$ cat src/rtl/rx_frame_queue.sv
`timescale 1ns/1ps
module rx_frame_queue #(
  parameter int DEPTH       = 8,
  parameter int BUF_BYTES   = 2048,
  parameter int MAX_LEN     = 1514,
  parameter int FREE_THRESH = 16
) (
  input  logic        clk,
  input  logic        rst_n,
  input  logic        rx_reset,
  input  logic        mac_start,
  input  logic        mac_byte,
  input  logic        mac_end,
  input  logic [3:0]  mac_err,
  input  logic        host_rd,
  input  logic        host_discard,
  output logic [15:0] status_word,
  output logic        rx_busy,
  output logic        buf_full,
  output logic        stat_ovr,
  output logic        underrun,
  output logic        adapter_fail,
  output logic        rx_done
);
  localparam int PW = $clog2(DEPTH);
  localparam int CW = $clog2(DEPTH + 1);
  localparam int LW = $clog2(BUF_BYTES + 1);
  localparam logic [LW-1:0] MAXL = LW'(MAX_LEN);
  localparam logic [LW-1:0] BUFL = LW'(BUF_BYTES);
  localparam logic [LW:0]   THR  = (LW+1)'(FREE_THRESH);

  logic [LW-1:0] len_q  [DEPTH];
  logic [3:0]    code_q [DEPTH];
  logic [PW-1:0] wr_ptr, rd_ptr;
  logic [CW-1:0] cnt;
  logic [LW-1:0] cur_len, head_rd, used, freed_acc;
  logic          busy_q, lost_q, full_q, unr_q, fail_q, done_q;

  function automatic logic [LW-1:0] clip(input logic [LW-1:0] v);
    return (v > MAXL) ? MAXL : v;
  endfunction

  wire has_head  = (cnt != '0);
  wire at_limit  = (cnt == CW'(DEPTH));
  wire start_ok  = mac_start && !busy_q && !at_limit && !full_q;
  wire end_ok    = mac_end && busy_q;
  wire byte_ev   = mac_byte && !mac_end && busy_q;
  wire byte_ok   = byte_ev && !full_q;
  wire byte_lost = byte_ev && full_q;
  wire pop       = host_discard && has_head;
  wire rd_ev     = host_rd && !host_discard && !unr_q;
  wire rd_ok     = rd_ev && has_head && (head_rd < len_q[rd_ptr]);
  wire rd_bad    = rd_ev && !rd_ok;

  wire [LW-1:0] freed   = pop ? (len_q[rd_ptr] - head_rd) : LW'(rd_ok);
  wire [LW-1:0] used_nx = used + LW'(byte_ok) - freed;
  wire [LW:0]   acc_nx  = {1'b0, freed_acc} + {1'b0, freed};
  wire [3:0]    end_code = lost_q ? 4'b1000 : (cur_len > MAXL) ? 4'b1001 : mac_err;

  assign status_word = has_head ? {1'b0, code_q[rd_ptr], 11'(clip(len_q[rd_ptr]))}
                                : {1'b1, 4'b0000, 11'(clip(cur_len))};
  assign rx_busy      = busy_q;
  assign buf_full     = full_q;
  assign stat_ovr     = at_limit;
  assign underrun     = unr_q;
  assign adapter_fail = fail_q;
  assign rx_done      = done_q;

  always_ff @(posedge clk) begin
    if (end_ok && !rx_reset) begin
      len_q[wr_ptr]  <= cur_len;
      code_q[wr_ptr] <= end_code;
    end
  end

  always_ff @(posedge clk or negedge rst_n) begin
    if (!rst_n) begin
      wr_ptr <= '0; rd_ptr <= '0; cnt <= '0;
      cur_len <= '0; head_rd <= '0; used <= '0; freed_acc <= '0;
      busy_q <= 1'b0; lost_q <= 1'b0; full_q <= 1'b0;
      unr_q <= 1'b0; fail_q <= 1'b0; done_q <= 1'b0;
    end else if (rx_reset) begin
      wr_ptr <= '0; rd_ptr <= '0; cnt <= '0;
      cur_len <= '0; head_rd <= '0; used <= '0; freed_acc <= '0;
      busy_q <= 1'b0; lost_q <= 1'b0; full_q <= 1'b0;
      unr_q <= 1'b0; fail_q <= 1'b0; done_q <= 1'b0;
    end else begin
      done_q <= end_ok;
      fail_q <= rd_bad;
      if (rd_bad) unr_q <= 1'b1;

      if (start_ok) begin
        busy_q <= 1'b1; cur_len <= '0; lost_q <= 1'b0;
      end else if (end_ok) begin
        busy_q <= 1'b0; cur_len <= '0; lost_q <= 1'b0;
        wr_ptr <= wr_ptr + 1'b1;
      end else if (byte_ok) begin
        cur_len <= cur_len + 1'b1;
      end else if (byte_lost) begin
        lost_q <= 1'b1;
      end

      cnt <= cnt + CW'(end_ok) - CW'(pop);
      if (pop) begin
        rd_ptr  <= rd_ptr + 1'b1;
        head_rd <= '0;
      end else if (rd_ok) begin
        head_rd <= head_rd + 1'b1;
      end

      used <= used_nx;
      if (!full_q) begin
        if (used_nx == BUFL) begin
          full_q    <= 1'b1;
          freed_acc <= '0;
        end
      end else if (acc_nx >= THR) begin
        full_q    <= 1'b0;
        freed_acc <= '0;
      end else begin
        freed_acc <= acc_nx[LW-1:0];
      end
    end
  end

  assert_cap_R4: assert property (@(posedge clk) disable iff (!rst_n)
    cnt <= CW'(DEPTH));
  assert_refuse_R4: assert property (@(posedge clk) disable iff (!rst_n)
    (stat_ovr && mac_start && !rx_busy) |=> !rx_busy);
  assert_full_hold_R5: assert property (@(posedge clk) disable iff (!rst_n)
    buf_full |=> (used <= $past(used)));
  assert_sticky_R7: assert property (@(posedge clk) disable iff (!rst_n)
    (underrun && !rx_reset) |=> underrun);
  assert_fail_pulse_R6: assert property (@(posedge clk) disable iff (!rst_n)
    adapter_fail |-> (underrun && !$past(underrun)));
  assert_done_pulse_R10: assert property (@(posedge clk) disable iff (!rst_n)
    rx_done |-> !rx_busy);
endmodule

$ cat config.mk
export PLATFORM = sky130hd
export DESIGN_NAME = rx_frame_queue
export DESIGN_NICKNAME = d
export VERILOG_FILES = /design/src/rtl/rx_frame_queue.sv
export SDC_FILE = /design/constraint.sdc
export NUM_CORES = 1
export LEC_CHECK = 0
export ABC_AREA = 1
export BUFFER_PORTS_ARGS = -buffer_cell sky130_fd_sc_hd__buf_4
export CAP_MARGIN = 20
export CORE_MARGIN = 1
export CORE_UTILIZATION = 40
export DETAILED_ROUTE_END_ITERATION = 16
export PLACE_DENSITY = 0.66
export SYNTH_ARGS = -nofsm -noshare
export SYNTH_HDL_FRONTEND = slang
export SYNTH_SLANG_ARGS = --single-unit
$ cat constraint.sdc
create_clock -name clk -period 4.3 [get_ports clk]
set_clock_uncertainty 0.15 [all_clocks]
set_input_delay 0.645 -clock clk [delete_from_list [all_inputs] [get_ports clk]]
set_output_delay 0.645 -clock clk [all_outputs]
set_load 0.1 [all_outputs]
==> impl_metrics.env, run 1 <==
export IMPL_synth_top_cell_by_area="edfxtp_1"
export IMPL_cp_arrival_ns=4.93
export IMPL_relSlewSlack_pct=42.2
export IMPL_layout_common_cells="nand2_1 (212), nor2_1 (211), buf_4 (198), edfxtp_1 (128), inv_1 (124)"
export IMPL_grt_util_all_layers_pct=22.6
export IMPL_avgSynthCellArea_um2=8.71
export IMPL_yosys_warnings=0
export IMPL_via_per_inst=5.20
export IMPL_numClockSinks=192
export IMPL_fin_ws_ns=-0.450
export IMPL_rsz0062_at_grt="true"
export IMPL_grt_use_met3_pct=3.26
export IMPL_dr_pass1_iters=5
export IMPL_finalCritPeriodShare_pct=110
export IMPL_synth_edf_count=128
export IMPL_max_stage_delay_ns=0.53
export IMPL_area_growth_pct=33.3
export IMPL_wire_per_inst_um=17.0
export IMPL_cp_max_fo=8
export IMPL_status="finished, violations left"
export IMPL_cts_clk_slew_worst_paths_ns=0.08
export IMPL_place_area_mm2=0.0124
export IMPL_fmax_mhz=211
export IMPL_tightest_slew_ns=0.867
export IMPL_io_pins=34
export IMPL_synth_area_mm2=0.0106
export IMPL_synth_area_leaders="edfxtp_1 (36%), dfrtp_1 (15%), nor2_1 (8.1%)"
export IMPL_cts_tree="built"
export IMPL_drc=0
export IMPL_grt_busiest_layer="met2"
export IMPL_vdd_drop_max_uv=1040
export IMPL_grt_pass1_vias=9145
export IMPL_chipHeight_um=165
export IMPL_seq_area_mm2=0.00545
export IMPL_overflow=0
export IMPL_yosysSeqAreaShare_pct=51.2
export IMPL_place_inst=1711
export IMPL_synth_top_area_share_pct=36.1
export IMPL_powerDensity_mw_per_mm2=758
export IMPL_synth_cell_type_count=48
export IMPL_cts_htree_levels=4
export IMPL_syn_nets=1294
export IMPL_synth_ff_type="edfxtp_1"
export IMPL_grtUsageMet1_pct=28.1
export IMPL_vias=9288
export IMPL_grt_max_degree=65
export IMPL_met2_usage_pct=39.5
export IMPL_stdcell_count=1785
export IMPL_port_buffers=33
export IMPL_cp_startpoint="rd_ptr[0]"
export IMPL_ys_seq_elements=192
export IMPL_holdWs_ns=0.156
export IMPL_final_area_mm2=0.0142
export IMPL_finalCriticalPeriod_ns=4.75
export IMPL_post_place_ws_ns=-0.509
export IMPL_multiInputGateArea_mm2=0.00517
export IMPL_layout_commonest_cell="nand2_1"
export IMPL_power_mw=10.7
export IMPL_clk_latency_ns=0.45
export IMPL_final_core_utilization_pct=54.4
export IMPL_crit_top_cell="nand2_1"
export IMPL_syn_inst=1221
export IMPL_drive_gt1_share_pct=28.0
export IMPL_start_util_pct=40.8
export IMPL_r2r_start="rd_ptr[0]"
export IMPL_hpwl_um=19800
export IMPL_fp_dieArea_mm2=0.0272
export IMPL_max_cap_violations=0
export IMPL_hold_viol=0
export IMPL_cp_slowest_cell="dfrtp_2"
export IMPL_critical_path_required_ns=4.48
export IMPL_crit_type="reg -> reg"
export IMPL_async_flop_share_pct=33.3
export IMPL_chipWidth_um=165
export IMPL_antenna_cells=0
export IMPL_finalMaxSlewViolations=0
export IMPL_setup_viol=24
export IMPL_grt_antenna_before_repair=0
export IMPL_fill_cells=2204
export IMPL_postRouteAntennaNets=0
export IMPL_drt_iter0_drc=735
export IMPL_routed_wl_um=30300
export IMPL_hold_path_class="in -> async"
export IMPL_fin_tns_setup_ns=-8.84
export IMPL_violations="setup timing"
export IMPL_place_gp_congestion=0.866
export IMPL_grt_pass1_wl_um=46800
export IMPL_critPathLaunchType="flip-flop"
export IMPL_cp_end_kind="flip-flop"
export IMPL_cts_buffers=17
export IMPL_fin_nets=1510
export IMPL_p_leak_nw=6.07
export IMPL_rr_worst_depth=31
export IMPL_clockBufferDepth=2
export IMPL_core_mm2=0.0261
export IMPL_clock_root_buffer="clkbuf_16"
export IMPL_placementRows=59
==> critical path, delay by kind of cell, from the launching register on <==
family	cells	cell delay, ns
simple gates	18	2.00
buf+inv	7	0.78
compound gates	3	0.36
flops	1	0.53
fa+ha+maj	3	0.80
==> worst paths after layout <==
path                           endpoint  slack [ns]
max in group asynchronous     rd_ptr[0]        3.24
min reg2reg                freed_acc[8]        0.36
max                        freed_acc[5]       -0.45
min in group clk           freed_acc[8]        0.36
min                             used[3]        0.16
max reg2reg                freed_acc[5]       -0.45
==> cell families (layout without fill, tap and decap cells) <==
group	count (synthesis)	in the layout	share of synthesized area (%)
AND/OR/NAND/NOR	588	589	23.1
flip-flops	192	192	51.2
AO/OA/AOI/OAI	189	189	9.80
buffers and inverters	173	401	6.91
adder cells (fa/ha/maj)	61	61	7.46
XOR/XNOR	17	17	1.40
multiplexers	1	1	0.106
==> timing repair <==
item	4_1_cts	5_1_grt
cloned	4	2
hold buffers	0	0
setup buffers	29	7
endpoints found under the setup margin	16	30
pin swaps	18	24
resized for setup	110	59
==> routing by layer <==
metal	vias to the layer above	share of wire, %
li1	4507	-
met5	-	0
met1	4379	41
met4	0	2.9
met2	341	50
met3	61	5.5
==> where the power goes <==
group	leakage, nW	switching [mW]	internal (mW)	total [mW]
sequential	2.03	0.0663	2.05	2.12
combinational	3.76	3.97	3.06	7.03
clock	0.282	0.810	0.782	1.59
total	6.07	4.85	5.90	10.7
==> sequential cells by signal, summed over array words and instances (netlist names) <==
register,flops
adapter_fail,1
lost_q,1
wr_ptr,3
underrun,1
code_q,32
freed_acc,12
rd_ptr,3
used,12
head_rd,12
cnt,4
rx_busy,1
buf_full,1
rx_done,1
cur_len,12
len_q,96
==> layout make-up <==
class | count | share of cell area, %
Clock buffer | 17 | 3.00
Sequential cell | 192 | 38.4
Inverter | 144 | 3.85
Tap cell | 335 | 2.96
Clock inverter | 15 | 1.13
Multi-Input combinational cell | 857 | 36.5
Timing Repair Buffer | 225 | 14.2
==> synth_stat cells (4+ instances only) <==
master	number
inv_1	139
o22ai_1	6
nand2_2	10
o211ai_1	4
fa_1	4
nand3_1	64
nand2_1	228
a21oi_1	40
nand4_1	14
edfxtp_1	128
inv_2	5
nor2_1	229
buf_6	7
a31oi_1	7
dfrtp_1	64
o21ai_1	29
o21ai_0	82
o21bai_1	5
nor4_1	4
buf_2	8
ha_1	57
a21oi_2	6
xor2_1	12
xnor2_1	5
nor3_1	23
clkbuf_1	8
Note: power is estimated with default switching activity, not from simulation.
==> inputs of run 2 (changes only) <==
- CELL_PAD_IN_SITES_DETAIL_PLACEMENT: not set -> 1
- CELL_PAD_IN_SITES_GLOBAL_PLACEMENT: not set -> 1
- CTS_BUF_LIST: not set -> sky130_fd_sc_hd__clkbuf_8 sky130_fd_sc_hd__clkbuf_16
- PLACE_DENSITY: 0.66 -> 0.8
- SLEW_MARGIN: not set -> 0
==> run 2 against run 1 <==
  * The flow still finishes with violations (setup timing)
  * Utilization decreased by 0.36 points
  * Final cell count decreased by 0.95%
  * Sequential power about the same
  * Combinational power increased by 11%
  * Design area decreased by 0.65%
  * Power increased by 9.5%
  * Clock-buffer cell count unchanged
  * Die area unchanged
  * Sequential share of layout area increased by 0.25 points
  * Register-to-register slack got worse by 0.45 ns
  * Via count increased by 9.6%
==> impl_metrics.env, run 2 (synthesis results as in run 1) <==
export IMPL_place_area_mm2=0.0124
export IMPL_hold_path_class="in -> async"
export IMPL_via_per_inst=5.76
export IMPL_max_cap_violations=0
export IMPL_place_gp_congestion=0.890
export IMPL_clk_latency_ns=0.46
export IMPL_cp_end_kind="flip-flop"
export IMPL_switching_share_pct=48.9
export IMPL_violations="setup timing"
export IMPL_status="finished, violations left"
export IMPL_fin_tns_setup_ns=-14.20
export IMPL_relSlewSlack_pct=38.9
export IMPL_final_core_utilization_pct=54.1
export IMPL_regMostFlops="len_q"
export IMPL_cts_hold_buffers=0
export IMPL_fp_dieArea_mm2=0.0272
export IMPL_pwr_share_comb_pct=66.3
export IMPL_drc=0
export IMPL_dr_pass1_iters=5
export IMPL_crit_top_cell="nand2_1"
export IMPL_drt_iter0_drc=922
export IMPL_grt_max_degree=65
export IMPL_p_leak_nw=6.00
export IMPL_numClockSinks=192
export IMPL_critPathBufInv=9
export IMPL_p_switching_mw=5.75
export IMPL_critical_path_required_ns=4.50
export IMPL_area_growth_pct=32.5
export IMPL_routed_wl_um=42600
export IMPL_hpwl_um=24500
export IMPL_cts_buffers=17
export IMPL_stdcell_count=1768
export IMPL_cts_tree="built"
export IMPL_grt_util_all_layers_pct=28.0
export IMPL_layout_commonest_cell="nor2_1"
export IMPL_cp_top_family="simple AND/OR/NAND/NOR gates"
export IMPL_vias=10200
export IMPL_p_int_mw=6.01
export IMPL_start_util_pct=40.8
export IMPL_cp_max_fo=10
export IMPL_rsz0062_at_grt="true"
export IMPL_final_area_mm2=0.0141
export IMPL_powerDensity_mw_per_mm2=835
export IMPL_setup_viol=21
export IMPL_top_regs="len_q x96, code_q x32"
export IMPL_fmax_mhz=192
export IMPL_cts_clk_slew_worst_paths_ns=0.09
export IMPL_io_pins=34
export IMPL_finalMaxSlewViolations=0
export IMPL_power_mw=11.8
export IMPL_placementRows=59
export IMPL_vdd_drop_max_uv=918
export IMPL_overflow=0
export IMPL_largest_register_ffs=96
export IMPL_p_clk_share_pct=15.6
export IMPL_cp_arrival_ns=5.41
export IMPL_grt_antenna_before_repair=0
export IMPL_critPathLaunchType="flip-flop"
export IMPL_finalCriticalPeriod_ns=5.20
export IMPL_finalCritPeriodShare_pct=121
export IMPL_tightest_slew_ns=0.917
export IMPL_chipHeight_um=165
export IMPL_max_stage_delay_ns=0.50
export IMPL_grt_pass1_wl_um=56600
export IMPL_fin_nets=1493
export IMPL_crit_type="reg -> reg"
export IMPL_antenna_cells=0
export IMPL_fin_ws_ns=-0.903
export IMPL_place_inst=1715
export IMPL_cp_slowest_cell="dfrtp_2"
export IMPL_drive_gt1_share_pct=29.2
export IMPL_port_buffers=33
export IMPL_clock_root_buffer="clkbuf_16"
export IMPL_layout_common_cells="nor2_1 (209), nand2_1 (206), buf_4 (189), edfxtp_1 (128), inv_1 (116)"
export IMPL_wire_per_inst_um=24.1
export IMPL_chipWidth_um=165
export IMPL_core_mm2=0.0261
export IMPL_power_frac_seq_pct=18.1
export IMPL_postRouteAntennaNets=0
export IMPL_cts_htree_levels=4
export IMPL_clockBufferDepth=2
export IMPL_hold_viol=0
export IMPL_grt_pass1_vias=10300
==> run 2: path summary, 6_finish.rpt <==
kind                         startpoint           end  slack (ns)  depth (start not counted)
max in group asynchronous         rst_n     rd_ptr[0]        3.18                          1
min reg2reg                freed_acc[0]  freed_acc[0]        0.39                          2
max reg2reg                   rd_ptr[0]  freed_acc[9]       -0.90                         30
min                               rst_n       used[6]        0.16                          1
min in group clk                mac_end        lost_q        0.37                          4
max                           rd_ptr[0]  freed_acc[9]       -0.90                         30
==> run 2: routing by layer <==
layer,track usage (%),routed length (um)
met1,34.6,16400
met2,46.9,21300
met3,5.35,2870
met4,13.4,2060
met5,0,0
==> run 2: worst register-to-register path: cells and delay by family (launching register included) <==
family / cells / cell delay [ns]
buffers and inverters: 9 / 1.04
and+or+nand+nor: 15 / 1.98
AOI/OAI and AO/OA: 3 / 0.64
adders and majority gates: 3 / 0.78
DFF: 1 / 0.50
==> run 2: repair_timing <==
action                                  4_1_cts  5_1_grt
gates cloned                                  0        3
pin swaps                                    16       33
gates resized for setup                      60      126
buffers inserted                              7       11
endpoints found under the setup margin       21       21
==> run 2: area by class of cell <==
| class | count | area (um2) |
|---|---|---|
| sequential | 192 | 5450 |
| timing repair buffer | 209 | 1740 |
| tap | 335 | 419 |
| multi-input combinational | 856 | 5270 |
| fill | 2938 | 12000 |
| inverter | 144 | 548 |
| clock inverter | 15 | 233 |
| clock buffer | 17 | 425 |
==> run 2: per-stage QoR <==
stage	setup slack [ns]	hold WS, ns
floorplan	0.00405	0.199
global route	-1.07	0.237
detailed placement	-0.742	0.358
global placement	-0.548	0.344
finish	-0.903	0.162
CTS	-0.416	0.182
==> run 2: power by group through the flow <==
stage          Sequential (mW)  Clock [mW]  Combinational (mW)
3_5_place_dp              2.15           0                5.67
2_1_floorplan             2.16           0                3.35
4_1_cts                   2.12        1.83                6.28
5_1_grt                   2.13        1.90                8.20
3_3_place_gp              2.14           0                5.47
6_report                  2.12        1.83                7.80
==> inputs of run 3 (changes only) <==
--- a/config.mk
+++ b/config.mk
@@ -8,3 +8,3 @@
 export ABC_AREA = 1
-export BUFFER_PORTS_ARGS = -buffer_cell sky130_fd_sc_hd__buf_4
+export BUFFER_PORTS_ARGS = -buffer_cell sky130_fd_sc_hd__buf_2
 export CAP_MARGIN = 20
==> constraint.sdc (replaced) <==
create_clock -name clk -period 4.3 [get_ports clk]
set_clock_uncertainty 0.15 [all_clocks]
set_input_delay 0.43 -clock clk [delete_from_list [all_inputs] [get_ports clk]]
set_output_delay 0.43 -clock clk [all_outputs]
set_load 0.1 [all_outputs]
==> run 3 against run 2 <==
  * The run still ends with setup timing left
  * Wire length increased by 7.4%
  * Sequential power about the same
  * Register-to-register slack improved by 0.11 ns
  * Setup slack improved by 0.11 ns
  * Critical path type unchanged
  * Highest routed layer unchanged
  * Non-clock buffer count increased by 49
  * Die area unchanged
  * Critical path depth increased by 3
  * Final cell count increased by 2.8%
  * Power increased by 7.2%
  * Clock power decreased by 9%
  * Maximum frequency increased by 2.2%
  * Combinational power increased by 13%
==> impl_metrics.env, run 3 (synthesis results as in run 1) <==
export IMPL_status="finished, violations left"
export IMPL_violations="setup timing"
export IMPL_vdd_drop_max_uv=880
export IMPL_cp_slowest_cell="dfrtp_2"
export IMPL_place_inst=1725
export IMPL_chipWidth_um=165
export IMPL_fp_dieArea_mm2=0.0272
export IMPL_drc=0
export IMPL_hpwl_um=25200
export IMPL_grt_util_all_layers_pct=33.0
export IMPL_via_per_inst=5.84
export IMPL_clk_latency_ns=0.46
export IMPL_grt_use_met3_pct=6.35
export IMPL_max_cap_violations=0
export IMPL_cts_htree_levels=4
export IMPL_overflow=0
export IMPL_top_regs="len_q x96, code_q x32"
export IMPL_r2r_start="rd_ptr[0]"
export IMPL_drt_iter0_drc=865
export IMPL_rsz0062_at_grt="true"
export IMPL_regMostFlops="len_q"
export IMPL_grt_busiest_layer="met2"
export IMPL_cts_buffers=17
export IMPL_vias=10600
export IMPL_critical_path_required_ns=4.49
export IMPL_fmax_mhz=196
export IMPL_crit_top_cell="inv_2"
export IMPL_dr_pass1_iters=5
export IMPL_cp_max_fo=7
export IMPL_grt_pass1_vias=11500
export IMPL_crit_type="reg -> reg"
export IMPL_cp_startpoint="rd_ptr[0]"
export IMPL_stdcell_count=1817
export IMPL_relSlewSlack_pct=55.6
export IMPL_placementRows=59
export IMPL_holdWs_ns=0.187
export IMPL_wire_per_inst_um=25.2
export IMPL_cts_tree="built"
export IMPL_finalCriticalPeriod_ns=5.09
export IMPL_finalMaxSlewViolations=0
export IMPL_met2_usage_pct=58.8
export IMPL_fin_nets=1542
export IMPL_grtUsageMet1_pct=34.6
export IMPL_cp_end_kind="flip-flop"
export IMPL_drive_gt1_share_pct=35.0
export IMPL_cp_arrival_ns=5.27
export IMPL_p_leak_nw=6.29
export IMPL_critPathLaunchType="flip-flop"
export IMPL_tightest_slew_ns=0.661
export IMPL_cts_clk_slew_worst_paths_ns=0.08
export IMPL_min_from="rx_reset"
export IMPL_post_place_ws_ns=-0.783
export IMPL_powerDensity_mw_per_mm2=852
export IMPL_grt_pass1_wl_um=65700
export IMPL_clockBufferDepth=2
export IMPL_start_util_pct=40.8
export IMPL_postRouteAntennaNets=0
export IMPL_clock_root_buffer="clkbuf_16"
export IMPL_hold_path_class="in -> reg"
export IMPL_place_area_mm2=0.0125
export IMPL_final_area_mm2=0.0148
export IMPL_final_core_utilization_pct=56.8
export IMPL_layout_commonest_cell="buf_4"
export IMPL_setup_viol=21
export IMPL_power_mw=12.6
export IMPL_numClockSinks=192
export IMPL_hold_viol=0
export IMPL_fin_ws_ns=-0.789
export IMPL_place_gp_congestion=0.887
export IMPL_core_mm2=0.0261
export IMPL_finalCritPeriodShare_pct=118
export IMPL_grt_max_degree=45
export IMPL_max_stage_delay_ns=0.42
export IMPL_largest_register_ffs=96
export IMPL_port_buffers=33
export IMPL_area_growth_pct=39.2
export IMPL_routed_wl_um=45700
export IMPL_antenna_cells=0
export IMPL_fin_tns_setup_ns=-12.26
export IMPL_io_pins=34
export IMPL_rrSetupSlack_ns=-0.79
export IMPL_chipHeight_um=165
export IMPL_grt_antenna_before_repair=0
export IMPL_layout_common_cells="buf_4 (198), nand2_1 (194), nor2_1 (186), edfxtp_1 (128), inv_1 (110)"
[run 3: cell types whose count changed in the layout (fill, tap and decap cells not counted), moves of 6 or more]
cell	before	now
nor2_2	19	33
nor2_1	209	186
nor2_4	4	13
buf_2	0	24
buf_4	189	198
nand2_2	27	33
nand2_1	206	194
buf_12	6	14
inv_1	116	110
[run 3: worst paths after layout]
check,end,depth (start not counted)
worst max-delay path,freed_acc[3],33
worst min-delay path,cnt[1],2
worst max register to register,freed_acc[3],33
worst min register to register,freed_acc[0],2
max in group asynchronous,cur_len[4],3
min in group asynchronous,freed_acc[10],2
[run 3: where the power goes]
group,internal [mW],switching (mW)
Sequential,2.05,0.0758
Clock,0.794,0.875
Combinational,3.71,5.09
Total,6.56,6.04
[run 3: area by class of cell]
| type | instances | area, um2 |
|---|---|---|
| fillers | 2951 | 11300 |
| flip-flops and latches | 192 | 5450 |
| well taps | 335 | 419 |
| clock inverters | 15 | 181 |
| inverters | 144 | 564 |
| repair buffers | 258 | 2210 |
| multi-input cells | 856 | 5550 |
| clock buffers | 17 | 425 |
[run 3: critical path: cells and delay by family (launching register included)]
family / cells / cell delay [ns]
DFF: 1 / 0.42
buffers and inverters: 11 / 0.99
adders and majority gates: 4 / 1.16
and+or+nand+nor: 14 / 1.65
AOI/OAI and AO/OA: 3 / 0.35
xor gates and xnor gates: 1 / 0.22
[run 3: what timing repair did]
| action | 4_1_cts | 5_1_grt |
|---|---|---|
| gates cloned | 3 | 1 |
| hold endpoints to repair | 20 | 0 |
| setup buffers | 38 | 30 |
| gates resized for setup | 178 | 111 |
| pin swaps | 59 | 77 |
| hold buffers | 1 | 0 |
| endpoints found under the setup margin | 21 | 36 |
[run 3: routing by layer]
layer | up-vias | wire length [um]
met2 | 535 | 22900
li1 | 4562 | -
met4 | 0 | 3570
met3 | 242 | 2830
met1 | 5278 | 16400
met5 | - | 0
